$ cat config.mk
export PLATFORM = sky130hd
export DESIGN_NAME = fsadc_host
export DESIGN_NICKNAME = d
export VERILOG_FILES = /design/src/rtl/fsadc_pkg.sv /design/src/rtl/fsadc_sclk_gen.sv /design/src/rtl/fsadc_capture.sv /design/src/rtl/fsadc_seq.sv /design/src/rtl/fsadc_host.sv
export SDC_FILE = /design/constraint.sdc
export NUM_CORES = 1
export LEC_CHECK = 0
export BUFFER_PORTS_ARGS = -buffer_cell sky130_fd_sc_hd__buf_2
export CORE_ASPECT_RATIO = 1.1
export CORE_MARGIN = 2
export CORE_UTILIZATION = 52
export DETAILED_ROUTE_END_ITERATION = 16
export PLACE_DENSITY_LB_ADDON = 0.12
export SYNTH_ARGS = -nofsm -noshare
export SYNTH_HDL_FRONTEND = slang
export SYNTH_SLANG_ARGS = --single-unit
$ cat constraint.sdc
create_clock -name clk -period 1.9 [get_ports clk]
set_input_delay 0.19 -clock clk [delete_from_list [all_inputs] [get_ports clk]]
set_output_delay 0.19 -clock clk [all_outputs]
set_load 0.01 [all_outputs]
$ cat src/rtl/fsadc_pkg.sv
package fsadc_pkg;

  typedef enum logic [1:0] {
    ST_IDLE  = 2'd0,
    ST_PRE   = 2'd1,
    ST_SHIFT = 2'd2,
    ST_WAIT  = 2'd3
  } seq_state_e;

  typedef enum logic {
    FRAME_CS = 1'b0,
    FRAME_FS = 1'b1
  } frame_mode_e;

endpackage

$ cat src/rtl/fsadc_sclk_gen.sv
// Half-period divider and serial clock generator.
module fsadc_sclk_gen #(
  parameter int HALF_DIV = 2
) (
  input  logic clk,
  input  logic rst_n,
  input  logic run,        // divider counts while high
  input  logic toggle_en,  // serial clock toggles on ticks while high
  output logic tick,
  output logic fall,
  output logic sclk
);

  localparam int CW = (HALF_DIV > 1) ? $clog2(HALF_DIV) : 1;
  localparam logic [CW-1:0] LAST = CW'(HALF_DIV - 1);

  logic [CW-1:0] cnt_q, cnt_d;
  logic          sclk_q, sclk_d;

  assign tick = run && (cnt_q == LAST);
  assign fall = tick && toggle_en && sclk_q;
  assign sclk = sclk_q;

  always_comb begin
    cnt_d  = cnt_q;
    sclk_d = sclk_q;
    if (!run || tick) begin
      cnt_d = '0;
    end else begin
      cnt_d = cnt_q + 1'b1;
    end
    if (!run || !toggle_en) begin
      sclk_d = 1'b0;
    end else if (tick) begin
      sclk_d = ~sclk_q;
    end
  end

  always_ff @(posedge clk or negedge rst_n) begin
    if (!rst_n) begin
      cnt_q  <= '0;
      sclk_q <= 1'b0;
    end else begin
      cnt_q  <= cnt_d;
      sclk_q <= sclk_d;
    end
  end

endmodule

$ cat src/rtl/fsadc_capture.sv
// Shift register sampling serial data on SCLK falling edges.
module fsadc_capture #(
  parameter int N_BITS = 14,
  parameter int IDX_W  = 5
) (
  input  logic              clk,
  input  logic              rst_n,
  input  logic              fall,
  input  logic [IDX_W-1:0]  fall_idx,
  input  logic              sdo,
  input  logic              primed,
  output logic [N_BITS-1:0] result,
  output logic              valid
);

  localparam logic [IDX_W-1:0] LAST_IDX = IDX_W'(N_BITS - 1);
  localparam logic [IDX_W-1:0] NB_IDX   = IDX_W'(N_BITS);

  logic [N_BITS-1:0] sh_q, sh_d;
  logic [N_BITS-1:0] res_q, res_d;
  logic              valid_q, valid_d;
  logic              take, last;

  assign take = fall && (fall_idx < NB_IDX);
  assign last = fall && (fall_idx == LAST_IDX);

  always_comb begin
    sh_d    = sh_q;
    res_d   = res_q;
    valid_d = 1'b0;
    if (take) begin
      sh_d = {sh_q[N_BITS-2:0], sdo};
    end
    if (last && primed) begin
      res_d   = sh_d;
      valid_d = 1'b1;
    end
  end

  always_ff @(posedge clk or negedge rst_n) begin
    if (!rst_n) begin
      sh_q    <= '0;
      res_q   <= '0;
      valid_q <= 1'b0;
    end else begin
      sh_q    <= sh_d;
      res_q   <= res_d;
      valid_q <= valid_d;
    end
  end

  assign result = res_q;
  assign valid  = valid_q;

endmodule

$ cat src/rtl/fsadc_seq.sv
// Transaction sequencer: framing, clock burst, conversion wait.
module fsadc_seq
  import fsadc_pkg::*;
#(
  parameter int N_SCLK = 24,
  parameter int WAIT_W = 16,
  parameter int IDX_W  = 5
) (
  input  logic              clk,
  input  logic              rst_n,
  input  logic              start,
  input  logic              fs_mode,
  input  logic [WAIT_W-1:0] conv_wait,
  input  logic              tick,
  input  logic              fall,
  output logic              busy,
  output logic              run,
  output logic              toggle_en,
  output logic              cs_n,
  output logic              fs,
  output logic [IDX_W-1:0]  fall_idx,
  output logic              primed
);

  localparam logic [IDX_W-1:0] LAST_FALL = IDX_W'(N_SCLK - 1);

  seq_state_e        state_q, state_d;
  frame_mode_e       mode_q, mode_d;
  logic [WAIT_W-1:0] wait_q, wait_d;
  logic [IDX_W-1:0]  idx_q, idx_d;
  logic              pre_half_q, pre_half_d;
  logic              cs_n_q, cs_n_d;
  logic              fs_q, fs_d;
  logic              primed_q, primed_d;

  always_comb begin
    state_d    = state_q;
    mode_d     = mode_q;
    wait_d     = wait_q;
    idx_d      = idx_q;
    pre_half_d = pre_half_q;
    cs_n_d     = cs_n_q;
    fs_d       = fs_q;
    primed_d   = primed_q;
    unique case (state_q)
      ST_IDLE: begin
        if (start) begin
          mode_d = frame_mode_e'(fs_mode);
          wait_d = conv_wait;
          idx_d  = '0;
          cs_n_d = 1'b0;
          if (fs_mode) begin
            state_d    = ST_PRE;
            fs_d       = 1'b1;
            pre_half_d = 1'b0;
          end else begin
            state_d = ST_SHIFT;
          end
        end
      end
      ST_PRE: begin
        if (tick) begin
          if (pre_half_q) begin
            state_d = ST_SHIFT;
            fs_d    = 1'b0;
          end else begin
            pre_half_d = 1'b1;
          end
        end
      end
      ST_SHIFT: begin
        if (fall) begin
          if (idx_q == LAST_FALL) begin
            state_d  = ST_WAIT;
            idx_d    = '0;
            primed_d = 1'b1;
          end else begin
            idx_d = idx_q + 1'b1;
          end
        end
      end
      ST_WAIT: begin
        if (wait_q <= WAIT_W'(1)) begin
          state_d = ST_IDLE;
          cs_n_d  = (mode_q == FRAME_CS);
        end else begin
          wait_d = wait_q - 1'b1;
        end
      end
      default: state_d = ST_IDLE;
    endcase
  end

  always_ff @(posedge clk or negedge rst_n) begin
    if (!rst_n) begin
      state_q    <= ST_IDLE;
      mode_q     <= FRAME_CS;
      wait_q     <= '0;
      idx_q      <= '0;
      pre_half_q <= 1'b0;
      cs_n_q     <= 1'b1;
      fs_q       <= 1'b0;
      primed_q   <= 1'b0;
    end else begin
      state_q    <= state_d;
      mode_q     <= mode_d;
      wait_q     <= wait_d;
      idx_q      <= idx_d;
      pre_half_q <= pre_half_d;
      cs_n_q     <= cs_n_d;
      fs_q       <= fs_d;
      primed_q   <= primed_d;
    end
  end

  assign busy      = (state_q != ST_IDLE);
  assign run       = (state_q == ST_PRE) || (state_q == ST_SHIFT);
  assign toggle_en = (state_q == ST_SHIFT);
  assign cs_n      = cs_n_q;
  assign fs        = fs_q;
  assign fall_idx  = idx_q;
  assign primed    = primed_q;

endmodule

$ cat src/rtl/fsadc_host.sv
// Top level: serial converter host controller.
module fsadc_host #(
  parameter int HALF_DIV = 2,
  parameter int N_BITS   = 14,
  parameter int N_SCLK   = 24,
  parameter int WAIT_W   = 16
) (
  input  logic              clk,
  input  logic              rst_n,
  input  logic              start,
  input  logic              fs_mode,
  input  logic [WAIT_W-1:0] conv_wait,
  output logic              busy,
  output logic              adc_cs_n,
  output logic              adc_fs,
  output logic              adc_sclk,
  input  logic              adc_sdo,
  output logic [N_BITS-1:0] result,
  output logic              result_valid
);

  localparam int IDX_W = $clog2(N_SCLK);

  // reset: asserted asynchronously, released on the clock
  logic [1:0] rst_pipe_q;
  logic       rst_core_n;

  always_ff @(posedge clk or negedge rst_n) begin
    if (!rst_n) begin
      rst_pipe_q <= 2'b00;
    end else begin
      rst_pipe_q <= {rst_pipe_q[0], 1'b1};
    end
  end
  assign rst_core_n = rst_pipe_q[1];

  logic             tick, fall, run, toggle_en, primed;
  logic [IDX_W-1:0] fall_idx;

  fsadc_seq #(
    .N_SCLK (N_SCLK),
    .WAIT_W (WAIT_W),
    .IDX_W  (IDX_W)
  ) u_seq (
    .clk       (clk),
    .rst_n     (rst_core_n),
    .start     (start),
    .fs_mode   (fs_mode),
    .conv_wait (conv_wait),
    .tick      (tick),
    .fall      (fall),
    .busy      (busy),
    .run       (run),
    .toggle_en (toggle_en),
    .cs_n      (adc_cs_n),
    .fs        (adc_fs),
    .fall_idx  (fall_idx),
    .primed    (primed)
  );

  fsadc_sclk_gen #(
    .HALF_DIV (HALF_DIV)
  ) u_sclk (
    .clk       (clk),
    .rst_n     (rst_core_n),
    .run       (run),
    .toggle_en (toggle_en),
    .tick      (tick),
    .fall      (fall),
    .sclk      (adc_sclk)
  );

  fsadc_capture #(
    .N_BITS (N_BITS),
    .IDX_W  (IDX_W)
  ) u_cap (
    .clk      (clk),
    .rst_n    (rst_core_n),
    .fall     (fall),
    .fall_idx (fall_idx),
    .sdo      (adc_sdo),
    .primed   (primed),
    .result   (result),
    .valid    (result_valid)
  );

endmodule

==> metrics.md, run 1 <==
| Metric | Value |
|---|---|
| Status | `finished, violations left` |
| Failing checks | `setup timing` |
| Vias per Instance | `5.80` |
| Yosys warns | `0` |
| DR vias | `2691` |
| Top post-synthesis cells by count | `60 x dfrtp_1, 30 x mux2_2, 27 x nand2_1` |
| Drc violations | `0` |
| Seq/Total Area, Yosys | `0.481` |
| Min cycle time layout | `1920 ps` |
| Top FF cell, synth | `dfrtp_1` |
| Ports | `40` |
| Worst path required time | `2130 ps` |
| Share of flip-flops with an asynchronous set or reset | `1.00` |
| Initial DRT Pass Iterations | `7` |
| Top cells by area, synth | `dfrtp_1 47%, mux2_2 11%, nand2_1 3.2%, ha_1 3.2%, mux2i_1 2.8%` |
| Max-cap violations | `0` |
| Critical path origin | `u_seq.wait_q[10]` |
| DR iter-0 viols | `225` |
| CTS Buf Count | `9` |
| Min-delay worst type | `input port to flip-flop` |
| Final setup viols | `3` |
| Placed instance area | `3740 sq um` |
| CTS tree | `yes` |
| Reg clk slew, reported paths | `70 ps` |
| FF-to-FF path depth | `7` |
| Setup_tns | `-25.3 ps` |
| Avg WL per Cell | `16.4 um` |
| CP startpoint kind | `flip-flop` |
| Mean post-synth cell area | `10.7 sq um` |
| Grt total ovfl | `0` |
| Slew Viols, Final | `0` |
| Die width | `78.5 um` |
| Antenna cell count | `0` |
| CP arrival | `2150 ps` |
| Final WL | `7630 um` |
| Clock Sinks | `61` |
| CTS Buffer Depth | `2` |
| Initial antenna violation count | `0` |
| Top achievable clock speed | `0.522 GHz` |
| Post-synth net total | `327` |
| Final WS setup | `-16.2 ps` |
| Die area | `6750 sq um` |
| RD Place Congestion | `0.910` |
| Non-Filler Instances | `464` |
| Reg area | `1530 sq um` |
| Worst reg2reg path startpoint | `u_seq.wait_q[10]` |
| Capture point of the worst path | `u_seq.wait_q[1]` |
| Synth Instances | `298` |
| #FFs+latches synth | `61` |
| Row cnt | `29` |
| Worst vdd ir | `0.512 mV` |
| Fin area | `4160 sq um` |
| Static leakage | `2.03 nW` |
| Pwr Density | `677 nW/um^2` |
| Multi-input gate area | `1650 sq um` |
| Worst Path Class, Setup | `flip-flop to flip-flop` |
| Filler cells | `423` |
| Critical-path maximum fanout | `3` |
| Hold Vio Cnt, Final | `0` |
| Synth area leader | `dfrtp_1` |
| Largest net degree at the start of global routing | `35` |
| IO buf count | `39` |
| Synth-to-layout area growth | `31.0%` |
| Placed Cells | `441` |
| Clk_skew | `8.98 ps` |
| Root buffer cell | `clkbuf_8` |
| Most frequent cell after synthesis | `dfrtp_1` |
| Die Ht | `86.0 um` |
| Post-synth EDFFs | `0` |
| R2r endpoint | `u_seq.wait_q[1]` |
| Post-Syn Area | `3180 sq um` |
| Fin crit share | `1.01` |
| RSZ-0062 raised after global routing | `true` |
| Starting Density | `0.544` |
| Worst R2R Setup Slack | `-20 ps` |
| Final #Nets | `412` |
| Post-route antenna net violation count | `0` |
| Vias in the first global route | `2624` |
| First-pass GRT wire length | `12400 um` |
| Top cell type's share of synthesized area | `0.473` |
| Hold Startpoint | `conv_wait[6]` |
| Core area | `5840 sq um` |
| CP endpoint kind | `flip-flop` |
| Gr usage total | `0.240` |
| HPWL Detailed | `5210 um` |
| Share of layout cells above drive strength 1 | `0.413` |
| Count of cell types in the netlist | `54` |
| Clock insertion delay at the later pin of the skew report | `340 ps` |
| H-Tree Depth | `3` |
==> flip-flops by register name (all words and copies together), names as in the netlist <==
name,cells
u_seq.state_q,2
u_cap.valid,1
u_seq.primed,1
u_sclk.sclk,1
u_sclk.cnt_q,1
u_seq.cs_n,1
u_seq.mode_q,1
u_cap.sh_q,14
u_seq.wait_q,16
rst_pipe_q,2
u_seq.fall_idx,5
u_seq.pre_half_q,1
u_seq.fs,1
u_cap.result,14
==> cells in the final DEF, fill, tap and decap left out, drive strengths merged, types with 7 or more instances in the layout <==
master  count
a21oi      16
buf        88
clkbuf     11
dfrtp      60
ha          8
inv        11
mux2       30
mux2i       9
nand2      27
nand3      13
nand4       9
nor2       14
nor3        7
o21ai      17
==> power breakdown <==
group	switching, W	total (W)	internal, W
Combinational	0.0000390	0.0000610	0.0000220
Clock	0.000518	0.00145	0.000934
Sequential	0.00000177	0.00130	0.00130
Total	0.000559	0.00282	0.00226
==> worst min-delay path by stage <==
stage                 endpoint  slack [ps]  cells past startpoint
6_report       u_seq.wait_q[6]          50                      3
5_1_grt        u_seq.wait_q[6]          50                      3
4_1_cts        u_seq.wait_q[6]          50                      3
3_5_place_dp     rst_pipe_q[0]         -10                      1
3_3_place_gp     rst_pipe_q[0]         -30                      1
2_1_floorplan    rst_pipe_q[0]        -110                      0
==> worst max-delay path, cell delays in order, from the launching register on <==
cell     delay (ps)
dfrtp_1         410
nor4_4          320
nor4b_4         270
buf_4           180
buf_4           110
a31oi_1         100
nor3b_1         160
a221o_1         250
==> kinds of logic after synthesis <==
logic type | share of synthesized area
AOI/OAI and AO/OA | 0.137
xor gates and xnor gates | 0.00276
adders and majority gates | 0.0315
buffers and inverters | 0.0319
DFF | 0.481
muxes | 0.135
other | 0.00118
and+or+nand+nor | 0.180
==> layer usage <==
metal	vias up	GRT usage	part of all wire
met5	-	0	0
met4	0	0.107	0.019
met3	19	0.0568	0.052
met2	114	0.391	0.51
met1	1290	0.304	0.42
li1	1268	-	-
==> metrics by stage <==
stage / util / hold WS (ps) / setup WS, ps / power [W]
CTS: 0.687 / 46.6 / -33.1 / 0.00283
floorplan: - / -106 / 5.37 / 0.00135
global placement: 0.641 / -25.1 / -52.8 / 0.00139
global route: 0.712 / 54.8 / -123 / 0.00289
detailed placement: 0.641 / -14.8 / -43.5 / 0.00139
finish: 0.712 / 50.5 / -16.2 / 0.00282
==> final cells by class <==
class                           instances  share of cell area
Multi-Input combinational cell        211               0.397
Sequential cell                        61               0.368
Timing Repair Buffer                   89               0.143
Clock buffer                           11              0.0364
Tap cell                               77              0.0232
Clock inverter                          4              0.0229
Inverter                               11              0.0105
==> repair_timing <==
action,CTS,global route
setup buffers,1,5
hold buffers,1,0
setup endpoints to repair,13,31
cloned,0,1
gates resized for setup,3,23
pin swaps,2,5
endpoints found under the hold margin,2,0
Power figures use the tool's default switching activity.
==> run 2: changes to the inputs <==
--- a/config.mk
+++ b/config.mk
@@ -9,6 +9,7 @@
 export CORE_ASPECT_RATIO = 1.1
 export CORE_MARGIN = 2
 export CORE_UTILIZATION = 52
+export CTS_CLUSTER_SIZE = 16
 export DETAILED_ROUTE_END_ITERATION = 16
 export PLACE_DENSITY_LB_ADDON = 0.12
 export SYNTH_ARGS = -nofsm -noshare
==> constraint.sdc (replaced) <==
create_clock -name clk -period 1.9 [get_ports clk]
set_input_delay 0.19 -clock clk [delete_from_list [all_inputs] [get_ports clk]]
set_output_delay 0.19 -clock clk [all_outputs]
set_load 0.05 [all_outputs]
==> run 2 against run 1 <==
The run still ends with setup timing left. Sequential share of layout area is 0.72 points lower. Combinational power is 15% lower. Routed wire length is 1.2% higher. Largest cell class unchanged.
==> metrics.md, run 2 (synthesis gave the netlist of run 1 again) <==
| Metric | Value |
|---|---|
| Status | `finished, violations left` |
| Failing checks | `setup timing` |
| Max-cap violations | `0 (unchanged)` |
| Slew @ Worst Pin | `574 ps` |
| Min cycle time layout | `1910 ps (-8.27 ps)` |
| CTS Buf Count | `9 (unchanged)` |
| Max-slew headroom | `0.617` |
| Worst R2R Setup Slack | `-8 ps (about the same)` |
| Final WL | `7720 um (+1.2%)` |
| Die area | `6750 sq um (unchanged)` |
| Commonest non-fill, non-tap cells in the layout | `59 x dfrtp_1, 50 x buf_4, 38 x buf_2` |
| Grt total ovfl | `0 (unchanged)` |
| DR vias | `2690 (-0.037%)` |
| Starting Density | `0.544 (unchanged)` |
| Int Power | `0.00194 W (-14%)` |
| Worst vdd ir | `0.503 mV (-1.9%)` |
| Clock insertion delay at the later pin of the skew report | `340 ps (about the same)` |
| Worst path required time | `2130 ps (about the same)` |
| IO buf count | `39 (unchanged)` |
| FF-to-FF path depth | `7 (unchanged)` |
| Min-delay worst type | `input port to flip-flop` |
| Initial DRT Pass Iterations | `4 (-3)` |
| Gr usage total | `0.239 (-0.000891)` |
| Fin crit share | `1.00 (-0.00435)` |
| DR iter-0 viols | `164 (-27%)` |
| Filler cells | `413 (-2.4%)` |
| Top achievable clock speed | `0.524 GHz (+0.43%)` |
| Sw frac | `0.234 (+0.0358)` |
| RSZ-0062 raised after global routing | `true` |
| Die Ht | `86.0 um (unchanged)` |
| CTS Buffer Depth | `2 (unchanged)` |
| Worst reg2reg path startpoint | `u_seq.state_q[0]` |
| Synth-to-layout area growth | `33.6%` |
| Final #Nets | `417 (+1.2%)` |
| Reg clk slew, reported paths | `80 ps (about the same)` |
| Vias per Instance | `5.72 (-1.3%)` |
| Hold Path Cell Cnt | `3 (unchanged)` |
| Ports | `40 (unchanged)` |
| Initial antenna violation count | `0 (unchanged)` |
| Setup_tns | `-12.7 ps (+12.6 ps)` |
| Pwr Density | `596 nW/um^2 (-12%)` |
| Worst Path Class, Setup | `flip-flop to flip-flop` |
| CTS tree | `yes` |
| Hold Startpoint | `conv_wait[6]` |
| Comb power frac | `0.021 (about the same)` |
| Commonest non-fill, non-tap cell in the layout | `dfrtp_1` |
| Share of layout cells above drive strength 1 | `0.433 (+0.0191)` |
| R2r endpoint | `u_cap.result[7]` |
| Row cnt | `29 (unchanged)` |
| Antenna cell count | `0 (unchanged)` |
| CP arrival | `2140 ps (about the same)` |
| Drc violations | `0 (unchanged)` |
| Critical-path maximum fanout | `7 (+4)` |
| Biggest register | `u_seq.wait_q` |
| Avg WL per Cell | `16.4 um (about the same)` |
| HPWL Detailed | `5400 um (+3.5%)` |
| Core area | `5840 sq um (unchanged)` |
| First-pass GRT wire length | `12600 um (+1.7%)` |
| Max reg flops | `16 (unchanged)` |
| Sequential Power Share | `0.519 (+0.056)` |
| CP startpoint kind | `flip-flop` |
| H-Tree Depth | `3 (unchanged)` |
| Final setup viols | `2 (-1)` |
| Placed instance area | `3780 sq um (+0.90%)` |
| CP endpoint kind | `flip-flop` |
| RD Place Congestion | `0.974 (+7.0%)` |
| Largest net degree at the start of global routing | `29 (-17%)` |
| Final core utilization | `0.726 (+0.0141)` |
| Hold Vio Cnt, Final | `0 (unchanged)` |
| Vias in the first global route | `2654 (+1.1%)` |
| Clk_skew | `11.1 ps (+2.10 ps)` |
| Final WS setup | `-7.90 ps (+8.27 ps)` |
| Hold Path Sink | `u_seq.wait_q[6]` |
| Clock Sinks | `61 (unchanged)` |
| Clock Power Share | `0.461 (-0.055)` |
| Fin area | `4240 sq um (+2.0%)` |
| Die width | `78.5 um (unchanged)` |
| Root buffer cell | `clkbuf_8` |
| Static leakage | `2.07 nW (+1.9%)` |
| Switching power | `0.000592 W (+6.0%)` |
| Slew Viols, Final | `0 (unchanged)` |
| Post-route antenna net violation count | `0 (unchanged)` |
run 2: cell types whose count changed in the layout (fill, tap and decap cells not counted), moves of 3 or more:
cell,delta
mux2_2,-7
clkinv_4,+3
buf_4,+4
mux2_4,+7
run 2: worst max path at each step:
| stage | from | to | cells after the start |
|---|---|---|---|
| after floorplan | u_seq.state_q[0] | u_seq.wait_q[10] | 8 |
| after global placement | u_seq.state_q[0] | u_cap.result[0] | 7 |
| after detailed placement | u_seq.state_q[0] | u_cap.result[6] | 7 |
| after CTS | u_seq.state_q[0] | u_cap.result[0] | 8 |
| after global routing | u_seq.state_q[1] | u_seq.wait_q[1] | 7 |
| final | u_seq.state_q[0] | u_cap.result[7] | 7 |
run 2: per-stage QoR:
step	std cells	hold slack, ps	setup slack (ps)	total power, W
2_1_floorplan	298	-106	14.8	0.00135
3_3_place_gp	443	-25.2	55.0	0.00139
3_5_place_dp	443	-24.4	-18.1	0.00139
4_1_cts	465	55.4	-3.48	0.00254
5_1_grt	470	61.3	-93.8	0.00262
6_report	470	50.6	-7.90	0.00253
run 2: power groups by stage:
stage	Clock [W]	Combinational, W	Sequential (W)
finish	0.00116	0.0000520	0.00131
global route	0.00125	0.0000604	0.00131
global placement	0	0.0000495	0.00134
CTS	0.00117	0.0000526	0.00131
floorplan	0	0.00000831	0.00134
detailed placement	0	0.0000507	0.00134
run 2: worst max-delay path: stages, from the launching register on:
cell	delay [ps]
dfrtp_1	390
inv_2	100
ha_4	140
nor2b_4	150
nand4_1	210
clkbuf_16	240
mux2_2	290
mux2_2	270
run 2: layout make-up:
cell class / instances / area, sq um / share of cell area
Timing Repair Buffer: 94 / 668 / 0.158
Clock inverter: 7 / 75.1 / 0.0177
Tap cell: 77 / 96.3 / 0.0227
Inverter: 11 / 45.0 / 0.0106
Clock buffer: 9 / 124 / 0.0292
Multi-Input combinational cell: 211 / 1700 / 0.402
Sequential cell: 61 / 1530 / 0.360
run 2: timing repair:
item                                    4_1_cts  5_1_grt
resized for setup                             5       34
buffers inserted                              4        5
pin swaps                                     1        5
hold buffers                                  1        0
endpoints found under the setup margin       19       31
endpoints found under the hold margin         2        0
cloned                                        1        1
run 2: routing by layer:
metal | global-route usage | vias to the layer above | share of wire
met5 | 0 | - | 0
met4 | 0.0766 | 0 | 0.017
met2 | 0.425 | 90 | 0.53
li1 | - | 1277 | -
met1 | 0.292 | 1307 | 0.40
met3 | 0.0453 | 16 | 0.052
==> run 3: changes to the inputs <==
--- a/config.mk
+++ b/config.mk
@@ -8,7 +8,7 @@
 export BUFFER_PORTS_ARGS = -buffer_cell sky130_fd_sc_hd__buf_2
 export CORE_ASPECT_RATIO = 1.1
 export CORE_MARGIN = 2
-export CORE_UTILIZATION = 52
+export CORE_UTILIZATION = 30
 export CTS_CLUSTER_SIZE = 16
 export DETAILED_ROUTE_END_ITERATION = 16
 export PLACE_DENSITY_LB_ADDON = 0.12
==> run 3 against run 2 <==
The flow still finishes with violations (setup timing). Combinational power grew 13%. Cell count grew 14%. Power increased by 19%. Worst setup slack worse by 1.4 ps. Sequential share of layout area fell by 1.2 points. Flip-flop and latch count unchanged. Register-to-register slack about the same. Global-route usage down 8.4 points. Core utilization fell by 30 points. Non-clock buffer count is 1 lower. Clock skew shrank 6.0 ps. Largest cell class unchanged.
==> metrics.md, run 3 (synthesis gave the netlist of run 1 again) <==
| Metric | Value |
|---|---|
| Post-route antenna net violation count | `0 (unchanged)` |
| Non-Filler Instances | `535 (+14%)` |
| Core area | `10300 sq um (+77%)` |
| Setup_tns | `-15.9 ps (-3.21 ps)` |
| RD Place Congestion | `0.834 (-14%)` |
| Final WL | `8220 um (+6.4%)` |
| Drc violations | `0 (unchanged)` |
| Worst R2R Setup Slack | `-9 ps (about the same)` |
| Worst Path Class, Setup | `flip-flop to flip-flop` |
| Critical-path maximum fanout | `4 (-3)` |
| Clk_skew | `5.06 ps (-6.02 ps)` |
| Final setup viols | `3 (+1)` |
| Root buffer cell | `clkbuf_16` |
| Worst path required time | `2120 ps (about the same)` |
| Status | `finished, violations left` |
| RSZ-0062 raised after global routing | `true` |
| Hold Vio Cnt, Final | `0 (unchanged)` |
| Commonest non-fill, non-tap cells in the layout | `58 x dfrtp_1, 48 x buf_4, 38 x buf_2` |
| Worst vdd ir | `0.346 mV (-31%)` |
| CTS tree | `yes` |
| CP arrival | `2130 ps (about the same)` |
| First-pass GRT wire length | `13600 um (+8.4%)` |
| Power Total | `0.00302 W (+19%)` |
| Commonest non-fill, non-tap cell in the layout | `dfrtp_1` |
| CP endpoint kind | `flip-flop` |
| Pwr Density | `686 nW/um^2 (+15%)` |
| Final WS setup | `-9.32 ps (-1.42 ps)` |
| Gr usage total | `0.155 (-0.0835)` |
| IO buf count | `39 (unchanged)` |
| Die Ht | `112 um (+30%)` |
| H-Tree Depth | `3 (unchanged)` |
| Filler cells | `1068 (+160%)` |
| Avg WL per Cell | `15.4 um (-6.5%)` |
| HPWL Detailed | `5800 um (+7.4%)` |
| Synth-to-layout area growth | `38.4%` |
| Final #Nets | `416 (-0.24%)` |
| Starting Density | `0.307 (-0.237)` |
| Slew Viols, Final | `0 (unchanged)` |
| Static leakage | `2.11 nW (+1.9%)` |
| Min-delay worst type | `input port to flip-flop` |
| Hold Path Cell Cnt | `3 (unchanged)` |
| Antenna cell count | `0 (unchanged)` |
| Ports | `40 (unchanged)` |
| Initial antenna violation count | `0 (unchanged)` |
| Failing checks | `setup timing` |
| Die area | `11400 sq um (+69%)` |
| Placed Cells | `507 (+14%)` |
| CTS Buffer Depth | `2 (unchanged)` |
| Initial DRT Pass Iterations | `4 (unchanged)` |
| Reg clk slew, reported paths | `60 ps (-20 ps)` |
| Grt total ovfl | `0 (unchanged)` |
| Vias in the first global route | `2685 (+1.2%)` |
| Top achievable clock speed | `0.524 GHz (about the same)` |
| Min cycle time layout | `1910 ps (+1.42 ps)` |
| Worst hold margin | `77.6 ps (+27.0 ps)` |
| CTS Buf Count | `9 (unchanged)` |
| FF-to-FF path depth | `6 (-1)` |
| Max-cap violations | `0 (unchanged)` |
| Row cnt | `39 (+34%)` |
| Fin crit share | `1.00 (about the same)` |
| DR iter-0 viols | `99 (-40%)` |
| Clock insertion delay at the later pin of the skew report | `330 ps (about the same)` |
| Biggest register | `u_seq.wait_q` |
| CP startpoint kind | `flip-flop` |
| Die width | `102 um (+30%)` |
| Vias per Instance | `4.93 (-14%)` |
| Max reg flops | `16 (unchanged)` |
| Clock Sinks | `61 (unchanged)` |
| Share of layout cells above drive strength 1 | `0.441 (+0.00876)` |
| Largest net degree at the start of global routing | `47 (+62%)` |
| DR vias | `2637 (-2.0%)` |
==> run 3: cell count changes in the layout (fill, tap and decap cells not counted), sizes merged <==
cell,before,now
clkbuf,11,10
==> run 3: worst max-delay path, cell delays in order (launching register included) <==
cell and delay, ps:
dfrtp_1 400, nor4_4 310, nor4b_4 380, buf_4 180, a31oi_2 110, nor3b_1 170
a221o_1 250
==> run 3: what timing repair did <==
action                                  4_1_cts  5_1_grt
setup buffers                                 4        7
gates cloned                                  1        0
endpoints found under the hold margin         2        0
pin swaps                                     4        5
endpoints found under the setup margin       19       31
hold buffers                                  1        0
resized for setup                            10       25
==> run 3: report_power, final <==
group / total [W] / internal [W] / switching [W]
logic: 0.0000585 / 0.0000236 / 0.0000349
registers: 0.00131 / 0.00130 / 0.00000744
clock network: 0.00165 / 0.00102 / 0.000626
==> run 3: routing by layer <==
layer  track usage  vias to the layer above  routed length (um)
li1              -                     1283                   -
met1         0.199                     1302                3660
met2         0.250                       41                4040
met3        0.0402                       11                 355
met4        0.0578                        0                 162
met5             0                        -                   0
==> run 3: worst paths after layout <==
path / from / to
min in group asynchronous: rst_n / rst_pipe_q[0]
hold / removal: conv_wait[7] / u_seq.wait_q[7]
max in group asynchronous: rst_pipe_q[1] / u_cap.sh_q[1]
setup reg to reg: u_seq.wait_q[10] / u_seq.wait_q[1]
setup / recovery: u_seq.wait_q[10] / u_seq.wait_q[1]
hold reg to reg: rst_pipe_q[1] / u_sclk.cnt_q
==> run 3: metrics by stage <==
step / setup slack [ps] / area [sq um] / util
final: -9.32 / 4390 / 0.425
after global routing: -115 / 4390 / 0.425
after CTS: -3.86 / 4280 / 0.414
after detailed placement: -77.5 / 3870 / 0.374
after global placement: -93.0 / 3870 / 0.374
after floorplan: 14.8 / 3200 / -
==> run 3: cell type report <==
type | count | area [sq um] | share of cell area
multi-input combinational | 211 | 1670 | 0.380
sequential | 61 | 1530 | 0.348
timing repair buffer | 93 | 668 | 0.152
clock buffer | 9 | 225 | 0.0513
tap | 143 | 179 | 0.0407
clock inverter | 7 | 75.1 | 0.0171
inverter | 11 | 45.0 | 0.0103
